## src/rtl/bgu_pkg.sv

```systemverilog
package bgu_pkg;
    typedef enum logic [1:0] {
        ST_IDLE   = 2'd0,
        ST_MASTER = 2'd1,
        ST_DRAIN  = 2'd2
    } bgu_state_e;
endpackage

```

## src/rtl/bgu_sync.sv

```systemverilog
module bgu_sync #(
    parameter int          WIDTH     = 2,
    parameter int          STAGES    = 2,
    parameter logic [WIDTH-1:0] RST_VAL = '1
) (
    input  logic             clk,
    input  logic             rst_n,
    input  logic [WIDTH-1:0] async_i,
    output logic [WIDTH-1:0] sync_o
);
    logic [WIDTH-1:0] stage_q [STAGES];

    for (genvar s = 0; s < STAGES; s++) begin : g_stage
        always_ff @(posedge clk or negedge rst_n) begin
            if (!rst_n) begin
                stage_q[s] <= RST_VAL;
            end else if (s == 0) begin
                stage_q[s] <= async_i;
            end else begin
                stage_q[s] <= stage_q[(s == 0) ? 0 : s - 1];
            end
        end
    end

    assign sync_o = stage_q[STAGES-1];
endmodule

```

## src/rtl/bgu_poll_detect.sv

```systemverilog
module bgu_poll_detect #(
    parameter int ADDR_W = 16
) (
    input  logic              clk,
    input  logic              rst_n,
    input  logic              stb_n_s,
    input  logic [ADDR_W-1:0] bus_addr,
    input  logic [ADDR_W-1:0] own_addr,
    output logic              poll_hit
);
    logic stb_prev_q;
    logic stb_fall;
    logic addr_match;

    always_ff @(posedge clk or negedge rst_n) begin
        if (!rst_n) stb_prev_q <= 1'b1;
        else        stb_prev_q <= stb_n_s;
    end

    assign stb_fall   = stb_prev_q & ~stb_n_s;
    assign addr_match = (bus_addr == own_addr);
    assign poll_hit   = stb_fall & addr_match;

    // a hit is a single-cycle event per strobe edge
    assert_hit_single_R4: assert property (@(posedge clk) disable iff (!rst_n)
        poll_hit |=> !poll_hit);
endmodule

```

## src/rtl/bus_grant_unit.sv

```systemverilog
module bus_grant_unit
    import bgu_pkg::*;
#(
    parameter int ADDR_W      = 16,
    parameter int SYNC_STAGES = 2,
    parameter int DROP_CYC    = 3
) (
    input  logic              clk,
    input  logic              rst_n,
    input  logic [ADDR_W-1:0] unit_addr_i,
    input  logic [ADDR_W-1:0] bus_addr_i,
    input  logic              poll_stb_n_i,
    input  logic              release_n_i,
    input  logic              req_i,
    input  logic              done_i,
    output logic              seize_pd_o,
    output logic              master_o,
    output logic              rel_pulse_o
);
    localparam int CNT_W = (DROP_CYC > 1) ? $clog2(DROP_CYC) : 1;
    localparam logic [CNT_W-1:0] DRAIN_LOAD = CNT_W'(DROP_CYC - 1);

    typedef struct packed {
        bgu_state_e       st;
        logic [CNT_W-1:0] cnt;
        logic             pulse;
    } bgu_regs_t;

    bgu_regs_t cur_q, nxt_d;

    logic [1:0] lines_s;
    logic       stb_n_s;
    logic       rel_n_s;
    logic       poll_hit;

    bgu_sync #(.WIDTH(2), .STAGES(SYNC_STAGES), .RST_VAL(2'b11)) u_sync (
        .clk     (clk),
        .rst_n   (rst_n),
        .async_i ({release_n_i, poll_stb_n_i}),
        .sync_o  (lines_s)
    );
    assign stb_n_s = lines_s[0];
    assign rel_n_s = lines_s[1];

    bgu_poll_detect #(.ADDR_W(ADDR_W)) u_poll (
        .clk      (clk),
        .rst_n    (rst_n),
        .stb_n_s  (stb_n_s),
        .bus_addr (bus_addr_i),
        .own_addr (unit_addr_i),
        .poll_hit (poll_hit)
    );

    always_comb begin
        nxt_d       = cur_q;
        nxt_d.pulse = 1'b0;
        unique case (cur_q.st)
            ST_IDLE: begin
                if (poll_hit && req_i && rel_n_s) nxt_d.st = ST_MASTER;
            end
            ST_MASTER: begin
                if (done_i) begin
                    nxt_d.st    = ST_IDLE;
                    nxt_d.pulse = 1'b1;
                end else if (!rel_n_s) begin
                    nxt_d.st    = ST_DRAIN;
                    nxt_d.cnt   = DRAIN_LOAD;
                    nxt_d.pulse = 1'b1;
                end
            end
            ST_DRAIN: begin
                if (cur_q.cnt == '0) nxt_d.st  = ST_IDLE;
                else                 nxt_d.cnt = cur_q.cnt - 1'b1;
            end
            default: nxt_d.st = ST_IDLE;
        endcase
    end

    always_ff @(posedge clk or negedge rst_n) begin
        if (!rst_n) begin
            cur_q.st    <= ST_IDLE;
            cur_q.cnt   <= '0;
            cur_q.pulse <= 1'b0;
        end else begin
            cur_q <= nxt_d;
        end
    end

    assign master_o    = (cur_q.st == ST_MASTER);
    assign seize_pd_o  = (cur_q.st == ST_MASTER) || (cur_q.st == ST_DRAIN);
    assign rel_pulse_o = cur_q.pulse;

    // mastership only ever begins from an accepted poll
    assert_grant_from_poll_R2: assert property (@(posedge clk) disable iff (!rst_n)
        $rose(master_o) |-> $past(poll_hit && req_i && rel_n_s));

    // voluntary completion frees the line at the next edge
    assert_done_frees_R5: assert property (@(posedge clk) disable iff (!rst_n)
        (master_o && done_i) |=> (!master_o && !seize_pd_o));

    // forced release keeps the pull-down while draining
    assert_release_drains_R6: assert property (@(posedge clk) disable iff (!rst_n)
        (master_o && !done_i && !rel_n_s) |=> (!master_o && seize_pd_o));

    // drain never turns back into mastership
    assert_no_reseize_drain_R7: assert property (@(posedge clk) disable iff (!rst_n)
        (seize_pd_o && !master_o) |=> !master_o);

    // drain counter stays inside its window
    assert_drain_bound_R6: assert property (@(posedge clk) disable iff (!rst_n)
        (cur_q.st == ST_DRAIN) |-> (cur_q.cnt < CNT_W'(DROP_CYC)));

    // end-of-mastership pulse lasts one clock
    assert_pulse_single_R8: assert property (@(posedge clk) disable iff (!rst_n)
        rel_pulse_o |=> !rel_pulse_o);

    // a pulse follows every fall of the master flag
    assert_pulse_on_end_R8: assert property (@(posedge clk) disable iff (!rst_n)
        $fell(master_o) |-> rel_pulse_o);
endmodule

```

## config.mk

```make
export PLATFORM = sky130hd
export DESIGN_NAME = bus_grant_unit
export DESIGN_NICKNAME = d
export VERILOG_FILES = /design/src/rtl/bgu_pkg.sv /design/src/rtl/bgu_sync.sv /design/src/rtl/bgu_poll_detect.sv /design/src/rtl/bus_grant_unit.sv
export SDC_FILE = /design/constraint.sdc
export NUM_CORES = 1
export LEC_CHECK = 0
export ABC_AREA = 1
export BUFFER_PORTS_ARGS = -buffer_cell sky130_fd_sc_hd__buf_2
export CORE_MARGIN = 2
export CORE_UTILIZATION = 45
export CTS_CLUSTER_DIAMETER = 30
export DETAILED_ROUTE_END_ITERATION = 10
export PLACE_DENSITY_LB_ADDON = 0.12
export SLEW_MARGIN = 20
export SYNTH_ARGS = -nofsm -noshare
export SYNTH_HDL_FRONTEND = slang
export SYNTH_SLANG_ARGS = --single-unit
```

## constraint.sdc

```tcl
create_clock -name clk -period 3.2 [get_ports clk]
set_input_delay 0.16 -clock clk [delete_from_list [all_inputs] [get_ports clk]]
set_output_delay 0.16 -clock clk [all_outputs]
set_load 0.1 [all_outputs]
```

==> results of run 1 <==
[power by group]
part | switching (mW) | leakage (nW) | total, mW | internal, mW
Clock | 0.0441 | 0.0210 | 0.113 | 0.0690
Sequential | 0.0165 | 0.114 | 0.182 | 0.165
Combinational | 0.346 | 0.466 | 0.461 | 0.115
[worst max-delay path by stage]
stage / start / to / slack, ns / cells after the start
after global placement: u_sync.sync_o[1] / cur_q[3] / 1.87 / 9
final: cur_q[4] / master_o / 1.62 / 3
after CTS: cur_q[4] / master_o / 1.60 / 3
after detailed placement: cur_q[3] / cur_q[3] / 1.83 / 8
after global routing: cur_q[4] / master_o / 1.54 / 3
after floorplan: cur_q[4] / cur_q[1] / 1.26 / 7
[final cells by class]
| cell class | instances | area [sq um] |
|---|---|---|
| Tap cell | 16 | 20.02 |
| Multi-Input combinational cell | 71 | 377.9 |
| Inverter | 20 | 75.07 |
| Fill cell | 136 | 493.0 |
| Sequential cell | 10 | 256.5 |
| Timing Repair Buffer | 43 | 230.2 |
| Clock buffer | 4 | 36.28 |
[metrics by stage]
| stage | total power, mW | cell area (sq um) |
|---|---|---|
| global route | 0.8136 | 996.0 |
| floorplan | 0.5665 | 709.4 |
| finish | 0.7561 | 996.0 |
| detailed placement | 0.6422 | 929.6 |
| CTS | 0.7632 | 996.0 |
| global placement | 0.6363 | 929.6 |
[worst reg2reg max path, delay by kind of cell (launching register included)]
family,cells,cell delay [ns]
flip-flops,1,0.38
AND/OR/NAND/NOR,4,0.25
AO/OA/AOI/OAI,1,0.25
adder cells (fa/ha/maj),1,0.24
buffers and inverters,2,0.16
[logic make-up (layout without fill, tap and decap cells)]
| group | Yosys count | in the layout | synth area share |
|---|---|---|---|
| AOI/OAI and AO/OA | 8 | 8 | 0.05819 |
| buffers and inverters | 20 | 67 | 0.1058 |
| DFF | 10 | 10 | 0.3616 |
| adders and majority gates | 4 | 4 | 0.07055 |
| and+or+nand+nor | 50 | 50 | 0.2822 |
| xor gates and xnor gates | 9 | 9 | 0.1217 |
[cells in the mapped netlist]
master,number
sky130_fd_sc_hd__nor2_1,16
sky130_fd_sc_hd__o21ai_1,1
sky130_fd_sc_hd__dfstp_2,5
sky130_fd_sc_hd__nand4_1,1
sky130_fd_sc_hd__xnor2_2,1
sky130_fd_sc_hd__dfrtp_1,5
sky130_fd_sc_hd__o21ai_0,1
sky130_fd_sc_hd__a21oi_1,5
sky130_fd_sc_hd__xor2_1,8
sky130_fd_sc_hd__nand2_1,27
sky130_fd_sc_hd__inv_1,20
sky130_fd_sc_hd__nand3_1,3
sky130_fd_sc_hd__nor3_1,1
sky130_fd_sc_hd__nand2_2,2
sky130_fd_sc_hd__ha_1,4
sky130_fd_sc_hd__a31oi_1,1
[registers in the layout (all words and copies together), names as in the netlist]
signal / cells
rel_pulse_o: 1
u_sync.stage_q: 2
u_sync.sync_o: 2
cur_q: 4
u_poll.stb_prev_q: 1
[per-layer routing]
layer,vias up,wire length [microns],track usage
met5,-,0,0
met4,0,0,0.05455
met3,0,136,0.03333
met2,28,661,0.3118
met1,304,611,0.1974
li1,397,-,-
==> results by stage, run 1 <==
Outcome:
- The flow ran to the end, and the final reports show no timing, DRC or antenna violations.

Clock tree:
- The clock reaches the later pin of the worst-skew pair after 0.26 ns.
- Buffers inserted during clock tree synthesis total 3.
- The clock passes through at most 2 buffers.
- TritonCTS built the clock tree.
- The tree is rooted in a sky130_fd_sc_hd__clkbuf_4.
- After clock tree synthesis, the repair step resized 0 gates.
- In this run the number of H-tree levels came out at 1.
- Once the clock tree was built, the setup fixing pass inserted 0 buffers.
- Clock tree synthesis found a total of 10 sinks.
- The clock-pin transition on the worst setup and hold timing paths is 0.07 ns.
- The number of buffers added to fix hold violations after cts is 3.

Global routing:
- The global router's overall resource usage is 0.1707.
- The wire length of the first global-routing pass is 2.504 mm.
- The sum of overflow across all layers after global routing is 0.
- The via count of the first global-routing pass was 687.
- Entering global routing, the biggest net connects 11 pins.
- The number of antenna violations at the first check in global routing is 0.

Floorplan:
- The region available for standard cell placement spans between 0.001 and 0.0015 sq mm.
- The number of ports placed on the die boundary is 41.
- After floorplanning, the core was divided into 14 placement rows.
- From bottom edge to top edge, the die measures 43.71 microns.
- The die is 43.71 microns wide.
- The initial utilization of the core area, before any placement, comes to 0.4765.
- The die covers 0.001910 sq mm.

Layout:
- Relative to the synthesized area, the layout overhead comes to 40.39%.
- For this run, the number of standard cells in the final layout without fillers is 164.
- The fraction of the core area covered by cells at the end of the flow is 0.6689.
- Leaving out fill and tap cells, the most frequent cell in the layout is sky130_fd_sc_hd__buf_2.
- For this run, the post-layout net count is 191.
- In the final layout, the share of cells above drive strength 1 is 0.3514.
- The repair_antennas step left the layout with diodes totalling 0.
- The library cells used most frequently in the layout, excluding fill and tap cells, are sky130_fd_sc_hd__buf_2 (40), sky130_fd_sc_hd__nand2_1 (27), sky130_fd_sc_hd__inv_1 (20).

Worst setup path:
- The type of the worst setup path is reg2out.
- The critical register-to-register path endpoint is cur_q[3].
- The startpoint of the worst-slack reg-to-reg timing path is cur_q[3].
- In this run the worst path has a maximum fanout of 4.
- Walking the worst path, the cells encountered are inv_1 -> ha_1 -> buf_2.
- Grouping stages by cell kind, the critical path spends the most delay in buffers and inverters.
- The maximum cell stage delay along the critical path is 0.45 ns.
- The critical path contains buffers and inverters numbering 2 combined.
- The data arrival time of the worst path is between 1 and 1.5 ns.
- The slowest cell on the critical path is sky130_fd_sc_hd__buf_2.
- The worst setup path is launched from a register.
- The number of cells on the worst reg-to-reg path is 8.
- The kind of end point of the critical path is an output port.
- The required time of the critical path is 3.04 ns.
- The setup slack of the most critical reg-to-reg path is 1.82 ns.

Yosys:
- The number of warnings issued by yosys is 0.
- The top cell type by total area after synthesis is sky130_fd_sc_hd__dfstp_2.
- Synthesis produced a netlist whose cell count is 101.
- The unique cell type count in the Yosys netlist is 16.
- The mean area per synthesized cell is 7.024 sq um.
- Counting flops and latches in the post-synthesis netlist gives 10.
- By area the synthesized netlist is led by sky130_fd_sc_hd__dfstp_2 (19%), sky130_fd_sc_hd__dfrtp_1 (18%), sky130_fd_sc_hd__nand2_1 (14%).
- The proportion of netlist area held by the largest area contributor is 0.1852.
- The cell area after technology mapping is 709.4 sq um.
- The synthesized net count is around 140.
- For this run, the register share of the synthesized area comes to 0.3616.

Timing:
- In the finished design, the share of the clock period the worst path needs comes to 0.4946.
- The max-slew violation total from the final report is 0.
- Setup repair after global routing left no endpoint under its margin.
- The transition time of the tightest slew-check pin is roughly 0.5 ns.
- After routing, the total negative slack on setup checks comes to 0 ns.
- The setup slack after layout is 1.617 ns.
- Across the routed clock network, the largest skew measured is roughly 0.0069 ns.
- The count of final setup violators is 0.
- Headroom to the max-slew limit came out at 0.6766.
- The fmax is 631.9 MHz.
- The hold violation count in the final report came to 0.
- On the final layout, the worst hold slack is 0.1894 ns.
- The routed design could run at a clock period as short as between 1.5 and 2 ns.

Place:
- The routability congestion estimate is 0.8385.
- The setup slack after placement is 1.831 ns.
- The total half-perimeter wirelength after legalization and detailed placement is 1.129 mm.
- In this run, placement finished with an instance count of 157.
- The number of input and output port buffers inserted is 40.

Routing:
- The initial DRC count is 14.
- The overall via count from detail_route is approximately 730.
- The number of remaining DRC errors is 0.
- The average wire length per cell after detail routing is 8.591 microns.
- The number of vias per cell is 4.445.
- Once detail routing completed, the nets flagged for antenna violations numbered 0.
- The routed design has 1.409 mm of wire.
- The first-pass iteration count of the detailed router is 4.

Job:
- Across the run, the number of max-cap violations was 0.

Hold path:
- The sink of the worst hold path is rel_pulse_o.
- The worst hold path passes through 3 cells.
- The startpoint of the worst hold path is done_i.
- The class of the worst hold path is in2reg.

Power and ir drop:
- Summed over all cells, the static leakage comes to about 0.6 nW.
- The maximum vdd drop is 0.8637 mV.
- Power spread over the standard cell area amounts to approximately 760 mW/mm^2.
Note: power is estimated with default switching activity, not from simulation.
==> inputs of run 2 (changes only) <==
--- a/config.mk
+++ b/config.mk
@@ -8,7 +8,7 @@
 export ABC_AREA = 1
 export BUFFER_PORTS_ARGS = -buffer_cell sky130_fd_sc_hd__buf_2
 export CORE_MARGIN = 2
-export CORE_UTILIZATION = 45
+export CORE_UTILIZATION = 42
 export CTS_CLUSTER_DIAMETER = 30
 export DETAILED_ROUTE_END_ITERATION = 10
 export PLACE_DENSITY_LB_ADDON = 0.12
==> constraint.sdc (replaced) <==
create_clock -name clk -period 1.5 [get_ports clk]
set_input_delay 0.075 -clock clk [delete_from_list [all_inputs] [get_ports clk]]
set_output_delay 0.075 -clock clk [all_outputs]
set_load 0.1 [all_outputs]
==> run 2 against run 1 <==
Effect of this change:
- power up 130%
- wire length up 4.3%
- worst hold slack worse by 0.12 ns
- clock skew up 0.0085 ns
- die area up 6.5%
- first-iteration DRC count down 50%
- combinational power up 150%
- utilization down 0.98 points
- flip-flop and latch count unchanged
- critical endpoint is now cur_q[1]
- largest power group unchanged
==> results by stage, run 2 (synthesis results as in run 1) <==
Outcome:
- The flow ran to the end, and the final reports show no timing, DRC or antenna violations.

Worst setup path:
- The maximum cell stage delay along the critical path came to 0.42 ns (-0.03 ns).
- Among all stages on the critical path, the largest delay is contributed by sky130_fd_sc_hd__dfrtp_1.
- The required time of the critical path was 1.66 ns (-1.38 ns).
- The largest fanout on the critical path is 4 (unchanged).
- The number of buffer and inverter instances along the worst setup path came to 2 (unchanged).
- The critical path launch point type is a register.
- The top cell family by delay on the critical path is flip-flops.
- The kind of end point of the critical path is a register.
- The data arrival time of the worst path is 1.62 ns (+0.20 ns).
- The type of the worst setup path is reg2reg.
- The signal on the critical path passes through inv_1 -> ha_1 -> inv_1 -> nor2_1 -> o21ai_1 -> a21oi_1 -> a21oi_1.

Layout:
- The library cell used most frequently in the layout, excluding fill and tap cells, is sky130_fd_sc_hd__buf_2.
- The library cells used most frequently in the layout, excluding fill and tap cells, are sky130_fd_sc_hd__buf_2 (38), sky130_fd_sc_hd__nand2_1 (27), sky130_fd_sc_hd__inv_1 (20).
- The final instance count without filler cells is 164 (unchanged).
- The area used by multi-input combinational logic is 390.4 sq um (+3.3%).
- The fraction of the core area covered by cells at the end of the flow is 0.6591 (-0.009817).
- The register containing the most flip-flops in the final layout is cur_q.
- The fill cell total of the finished layout was 132 (-2.9%).
- The storage element area was 256.5 sq um (unchanged).
- The total number of nets in the final design is 191 (unchanged).
- The final cell area excluding filler cells is 0.001016 sq mm (+2.0%).
- The number of diodes is 0 (unchanged).
- Relative to the synthesized area, the layout overhead comes to 43.21%.
- The fraction of layout instances using a drive strength above 1 is 0.3514 (unchanged).
- The number of flip-flops in the largest register is 4 (unchanged).

Timing:
- Based on the critical path, the design can be clocked at up to 684.8 MHz.
- The setup slack after layout came to 0.03974 ns (-1.578 ns).
- The max-slew violation total from the final report is 0 (unchanged).
- The hold violation count in the final report is 0 (unchanged).
- The worst hold slack across all endpoints is 0.06770 ns (-0.1217 ns).
- The worst clock skew is 0.01542 ns (+0.008478 ns).
- The transition time of the tightest slew-check pin is 0.4871 ns (-0.001388 ns).
- The relative max-transition margin is 0.6775 (+0.0009190).
- Of the available clock period, the critical path in the final layout requires 0.9735.
- The count of final setup violators is 0 (unchanged).
- Setup repair after global routing could not meet its margin everywhere.
- The shortest clock period the worst path allows after layout is between 1 and 1.5 ns.

Place:
- The total half-perimeter wirelength after legalization and detailed placement is 1.139 mm (+0.89%).
- The setup slack after placement is 0.07593 ns (-1.755 ns).
- The routability congestion estimate is 0.7352 (-12%).
- The number of input and output port buffers inserted is 40 (unchanged).
- The instance area at placement is 957.2 sq um (+3.0%).
- The number of cells in the design after placement is 157 (unchanged).

Clock tree:
- The clock latency on the worst-skew pair was 0.28 ns (+0.02 ns).
- The number of buffers on the longest clock path was 2 (unchanged).
- TritonCTS built the clock tree.
- The post-CTS setup buffer count is 0 (unchanged).
- The number of clock sinks is 10 (unchanged).
- The number of buffers created by CTS is 3 (unchanged).
- The tree is rooted in a sky130_fd_sc_hd__clkbuf_4.
- The clock-pin transition on the worst setup and hold timing paths is 0.08 ns (about the same).
- The total number of H-tree levels is 1 (unchanged).

Routing:
- The average wire length per cell after detail routing is 8.963 microns (+4.3%).
- The number of vias per cell is 4.549 (+2.3%).
- The number of remaining DRC errors is 0 (unchanged).
- The first-pass iteration count of the detailed router is 4 (unchanged).
- The overall via count from detail_route is 746 (+2.3%).
- The routed wire length is 1.470 mm (+4.3%).
- The initial DRC count was 7 (-7).
- The number of nets still failing antenna checks after routing is 0 (unchanged).

Power and ir drop:
- The power dissipated by switching net loads is 0.9124 mW (+120%).
- The fraction of power consumed by the clock network is 0.118 (-0.032).
- The fraction of power spent switching nets came to 0.5283 (-0.009777).
- The leakage component of the power is 0.6008 nW (about the same).
- The design internal power was 0.8146 mW (+130%).
- The total power per unit cell area is 1700 mW/mm^2 (+120%).
- The relative contribution of combinational cells to total power is 0.654 (+0.044).
- The fraction of power consumed by sequential logic is 0.228 (-0.012).
- The maximum vdd drop came to 0.9550 mV (+11%).

Global routing:
- The number of antenna violations at the first check in global routing is 0 (unchanged).
- The global router's overall resource usage was 0.1605 (-0.01015).
- The wire length of the first global-routing pass was 2.339 mm (-6.6%).
- The sum of overflow across all layers after global routing was 0 (unchanged).
- The largest net degree at the start of global routing is 11 (unchanged).
- The via count of the first global-routing pass is 660 (-3.9%).

Floorplan:
- The effective utilization at floorplan is 0.4602 (-0.01624).
- The floorplan die area is 0.002034 sq mm (+6.5%).
- The core footprint came to 0.001541 sq mm (+3.5%).
- The die width came to 45.10 microns (+3.2%).
- The number of placement rows is 14 (unchanged).
- The number of ports placed on the die boundary is 41 (unchanged).
- The vertical die dimension was 45.10 microns (+3.2%).

Job:
- The number of maximum-capacitance violations came to 0 (unchanged).

Hold path:
- The worst hold path belongs to the class in2reg.
[run 2: layout make-up]
class,instances,area share
Timing Repair Buffer,43,0.2438
Sequential cell,10,0.2525
Multi-Input combinational cell,71,0.3842
Clock buffer,4,0.02586
Tap cell,16,0.01970
Inverter,20,0.07389
[run 2: worst min-delay path, stage by stage]
cell,delay (ns)
sky130_fd_sc_hd__buf_2,0.11
sky130_fd_sc_hd__inv_1,0.06
sky130_fd_sc_hd__a21oi_1,0.06
[run 2: timing repair]
action / in CTS / in global routing
resized for setup: 0 / 1
hold buffers: 3 / 0
endpoints found under the hold margin: 12 / 0
setup endpoints to repair: 0 / 5
[run 2: worst paths after layout]
kind                                     to  cells past startpoint         startpoint  slack (ns)
setup / recovery                   cur_q[1]                      7           cur_q[3]        0.04
hold / removal                  rel_pulse_o                      3             done_i        0.07
setup reg to reg                   cur_q[1]                      7           cur_q[3]        0.04
hold reg to reg            u_sync.sync_o[0]                      0  u_sync.stage_q[2]        0.34
max in group asynchronous  u_sync.sync_o[1]                      2              rst_n        1.06
min in group asynchronous       rel_pulse_o                      2              rst_n        0.17
[run 2: layer usage]
layer,up-vias,share of wire,GRT usage,wire (microns)
met3,3,0.094,0.06400,138
met4,0,0.0082,0.03529,12
met1,317,0.38,0.1611,565
met2,30,0.51,0.3057,754
li1,396,-,-,-
met5,-,0,0,0
[run 2: power groups by stage]
stage | sequential, mW | clock (mW) | combinational (mW)
global route | 0.409 | 0.217 | 1.21
floorplan | 0.492 | 0 | 0.761
global placement | 0.397 | 0 | 1.10
detailed placement | 0.399 | 0 | 1.11
finish | 0.394 | 0.203 | 1.13
CTS | 0.395 | 0.208 | 1.13
[run 2: per-stage QoR]
stage          total power [mW]  setup TNS, ns
3_3_place_gp              1.492              0
2_1_floorplan             1.253              0
6_report                  1.727              0
5_1_grt                   1.837        -0.1305
3_5_place_dp              1.505              0
4_1_cts                   1.729              0
==> inputs of run 3 (changes only) <==
--- a/config.mk
+++ b/config.mk
@@ -5,10 +5,9 @@
 export SDC_FILE = /design/constraint.sdc
 export NUM_CORES = 1
 export LEC_CHECK = 0
-export ABC_AREA = 1
 export BUFFER_PORTS_ARGS = -buffer_cell sky130_fd_sc_hd__buf_2
 export CORE_MARGIN = 2
-export CORE_UTILIZATION = 42
+export CORE_UTILIZATION = 41
 export CTS_CLUSTER_DIAMETER = 30
 export DETAILED_ROUTE_END_ITERATION = 10
 export PLACE_DENSITY_LB_ADDON = 0.12
==> run 3 against run 2 <==
Effect of this change:
- cell count decreased by 18%
- die area down 4.0%
- combinational power fell by 90%
- synthesized area is 6.7% lower
- non-clock buffer count increased by 5
- power down 63%
==> results by stage, run 3 <==
Outcome:
- The flow ran to the end, and the final reports show no timing, DRC or antenna violations.

Timing:
- The max-slew violation total from the final report is 0 (unchanged).
- The setup slack after layout is 0.08135 ns (+0.04161 ns).
- The fmax is 704.9 MHz (+2.9%).
- The hold violation count in the final report is 0 (unchanged).
- The count of final setup violators is 0 (unchanged).
- The relative max-transition margin is 0.6801 (+0.002594).
- The transition time of the tightest slew-check pin is 0.4832 ns (-0.003918 ns).
- The summed negative setup slack over all endpoints was 0 ns (unchanged).
- The part of the cycle the worst path needs is 0.9458 (-0.02774).
- The worst clock skew is 0.001130 ns (-0.01429 ns).
- Setup repair after global routing left no endpoint under its margin.
- The shortest clock period the worst path allows after layout is 1.419 ns (-0.04161 ns).
- The worst hold slack across all endpoints was 0.1392 ns (+0.07152 ns).

Yosys:
- The primary flip-flop cell chosen by synthesis mapping is sky130_fd_sc_hd__dfstp_2.
- The cell area after technology mapping is 661.9 sq um (-6.7%).
- The adder-cell share of the synthesized area is 0.07561 (+0.005068).
- The mean area per synthesized cell is 10.03 sq um (+43%).
- The part of the Yosys area used for sequential elements is 0.3875 (+0.02597).
- The cell count after synthesis came to 66 (-35%).
- The number of synthesized register bits came to 10 (unchanged).
- The proportion of netlist area held by the largest area contributor is 0.1985 (+0.01330).
- The top cell type by total area after synthesis is sky130_fd_sc_hd__dfstp_2.
- The number of warnings issued by yosys is 0 (unchanged).
- Sorting the synthesized cells by area gives the leading types as sky130_fd_sc_hd__dfstp_2 (20%), sky130_fd_sc_hd__dfrtp_1 (19%), sky130_fd_sc_hd__xor2_1 (19%).
- The unique cell type count in the Yosys netlist is 23 (+7).
- The mux cell area share after synthesis is 0.03025 (+0.03025).
- The synthesized net count was 108 (-24%).
- By count the netlist is led by sky130_fd_sc_hd__xor2_1 (14), sky130_fd_sc_hd__dfrtp_1 (5), sky130_fd_sc_hd__dfstp_2 (5), sky130_fd_sc_hd__o21ai_0 (5).
- The most common cell in the synthesized netlist is sky130_fd_sc_hd__xor2_1.
- The number of flops mapped to enable cells by yosys is 0 (unchanged).
- The compound-gate portion of the synthesized area is 0.1172 (+0.05900).
- The share of synthesized flip-flops with an asynchronous set or reset is 1.000 (unchanged).
- By area, the combinational part of the netlist is dominated by XOR/XNOR gates.
- The xor and xnor fraction of the mapped netlist area came to 0.2117 (+0.09003).
- The basic-gate share of the synthesized area counting and, or, nand and nor cells is 0.1550 (-0.1272).

Place:
- The setup slack after placement is -0.0007498 ns (-0.07668 ns).
- The number of input and output port buffers inserted came to 40 (unchanged).
- The routability congestion estimate is 0.7440 (+1.2%).
- The instance area at placement is 949.7 sq um (-0.78%).
- The number of cells in the design after placement is 125 (-20%).
- The total half-perimeter wirelength after legalization and detailed placement came to 1.166 mm (+2.4%).

Global routing:
- The largest net degree at the start of global routing is 11 (unchanged).
- The number of antenna violations at the first check in global routing is 0 (unchanged).
- The sum of overflow across all layers after global routing came to 0 (unchanged).
- The wire length of the first global-routing pass is 2.484 mm (+6.2%).
- The via count of the first global-routing pass came to 665 (+0.76%).
- The global router's overall resource usage is 0.1733 (+0.01279).

Clock tree:
- The number of clock sinks came to 10 (unchanged).
- The clock latency on the worst-skew pair is 0.26 ns (-0.02 ns).
- The total number of H-tree levels is 1 (unchanged).
- The number of buffers created by CTS is 3 (unchanged).
- The number of buffers on the longest clock path is 2 (unchanged).
- The clock-pin transition on the worst setup and hold timing paths is 0.07 ns (about the same).
- TritonCTS built the clock tree.
- The clock root buffer is sky130_fd_sc_hd__clkbuf_4.

Hold path:
- The cell depth of the worst hold path is 3 (unchanged).
- In this run the worst hold path is classified as in2reg.
- The worst hold path begins at done_i.

Layout:
- The fraction of layout instances using a drive strength above 1 is 0.5169 (+0.1656).
- The number of flip-flops in the largest register came to 4 (unchanged).
- The fill cell total of the finished layout is 114 (-14%).
- The total number of nets in the final design is 161 (-16%).
- The storage element area was 256.5 sq um (unchanged).
- Leaving out fill and tap cells, the most frequent cell in the layout is sky130_fd_sc_hd__buf_2.
- In the layout the commonest cells are sky130_fd_sc_hd__buf_2 (38), sky130_fd_sc_hd__xor2_1 (14).
- The final cell area excluding filler cells is 0.001060 sq mm (+4.3%).
- The register containing the most flip-flops in the final layout is cur_q.
- The fraction of the core area covered by cells at the end of the flow was 0.7035 (+0.04440).
- The area used by multi-input combinational logic is 434.2 sq um (+11%).
- The number of diodes was 0 (unchanged).
- The final instance count without filler cells is 134 (-18%).
- Relative to the synthesized area, the layout overhead comes to 60.11%.

Floorplan:
- The number of placement rows is 14 (unchanged).
- The effective utilization at floorplan is 0.4394 (-0.02086).
- The vertical die dimension is 44.18 microns (-2.0%).
- The floorplan die area is 0.001952 sq mm (-4.0%).
- The die width came to 44.18 microns (-2.0%).
- The core footprint is 0.001506 sq mm (-2.3%).
- The number of ports placed on the die boundary came to 41 (unchanged).

Routing:
- The number of nets still failing antenna checks after routing came to 0 (unchanged).
- The initial DRC count is 3 (-4).
- The average wire length per cell after detail routing is 10.97 microns (+22%).
- The number of remaining DRC errors is 0 (unchanged).
- The routed wire length was 1.470 mm (unchanged).
- The first-pass iteration count of the detailed router is 2 (-2).
- The number of vias per cell is 4.940 (+8.6%).
- The overall via count from detail_route is 662 (-11%).

Worst setup path:
- The maximum cell stage delay along the critical path is 0.40 ns (-0.02 ns).
- The startpoint of the worst-slack reg-to-reg timing path is cur_q[3].
- The critical path launch point type is a register.
- The data arrival time of the worst path is 1.57 ns (-0.05 ns).
- The worst setup path is captured at a register.
- The depth of the worst register-to-register path was 5 (-2).
- The required time of the critical path is 1.65 ns (about the same).
- The number of buffer and inverter instances along the worst setup path is 1 (-1).
- The top cell family by delay on the critical path is compound AO/OA/AOI/OAI gates.
- Walking the worst path, the cells encountered are buf_4 -> ha_4 -> a21o_1 -> o21a_1 -> a211o_1.
- The critical path ends at cur_q[4].
- The worst register-to-register path ends at cur_q[4].
- The type of the worst setup path is reg2reg.
- The setup slack of the most critical reg-to-reg path is 0.08 ns (+0.04 ns).
- The slowest stage of the critical path belongs to the cell sky130_fd_sc_hd__dfrtp_1.
- The count of cell instances traversed by the critical path is 5 (-2).
- The largest fanout on the critical path is 8 (+4).
- Tracing the worst setup path back leads to its startpoint at cur_q[3].

Power and ir drop:
- The power consumption is 0.6362 mW (-63%).
- The leakage component of the power is 0.5170 nW (-14%).
- The total power per unit cell area came to 600.3 mW/mm^2 (-65%).
- The maximum vdd drop is 0.4587 mV (-52%).

Job:
- The number of maximum-capacitance violations came to 0 (unchanged).
-- run 3: cell type report --
type,instances,area share
multi-input combinational,52,0.4097
timing repair buffer,48,0.2810
clock buffer,4,0.03424
inverter,4,0.01417
tap,16,0.01889
sequential,10,0.2420
-- run 3: repair_timing --
action / 4_1_cts / 5_1_grt
setup endpoints to repair: 1 / 2
gates cloned: 0 / 0
pin swaps: 2 / 2
hold buffers: 3 / 0
gates resized for setup: 1 / 6
hold endpoints to repair: 12 / 0
setup buffers: 0 / 2
-- run 3: logic make-up (layout without fill, tap and decap cells) --
kind of cell	Yosys count	after routing
adders and majority gates	4	4
muxes	2	2
buffers and inverters	4	56
DFF	10	10
AOI/OAI and AO/OA	12	12
xor gates and xnor gates	16	16
and+or+nand+nor	18	18
-- run 3: layer usage --
metal,up-vias,global-route usage,part of all wire
met5,-,0,0
met4,0,0.05455,0.013
met3,2,0.04898,0.073
met2,31,0.3235,0.52
met1,291,0.1862,0.39
li1,338,-,-
-- run 3: tightest hold or removal path: cells and delay by family --
family        cells  cell delay [ns]
simple gates      2             0.17
buf+inv           1             0.12
-- run 3: worst min path at each step --
stage	to	slack, ns
floorplan	cur_q[1]	-0.22
global placement	cur_q[1]	-0.06
detailed placement	cur_q[1]	-0.05
CTS	rel_pulse_o	0.14
global route	rel_pulse_o	0.15
finish	rel_pulse_o	0.14
-- run 3: report_power, final --
part           internal [mW]  switching [mW]
sequential             0.282         0.00398
combinational         0.0639          0.0455
clock                  0.147          0.0935
total                  0.493           0.143
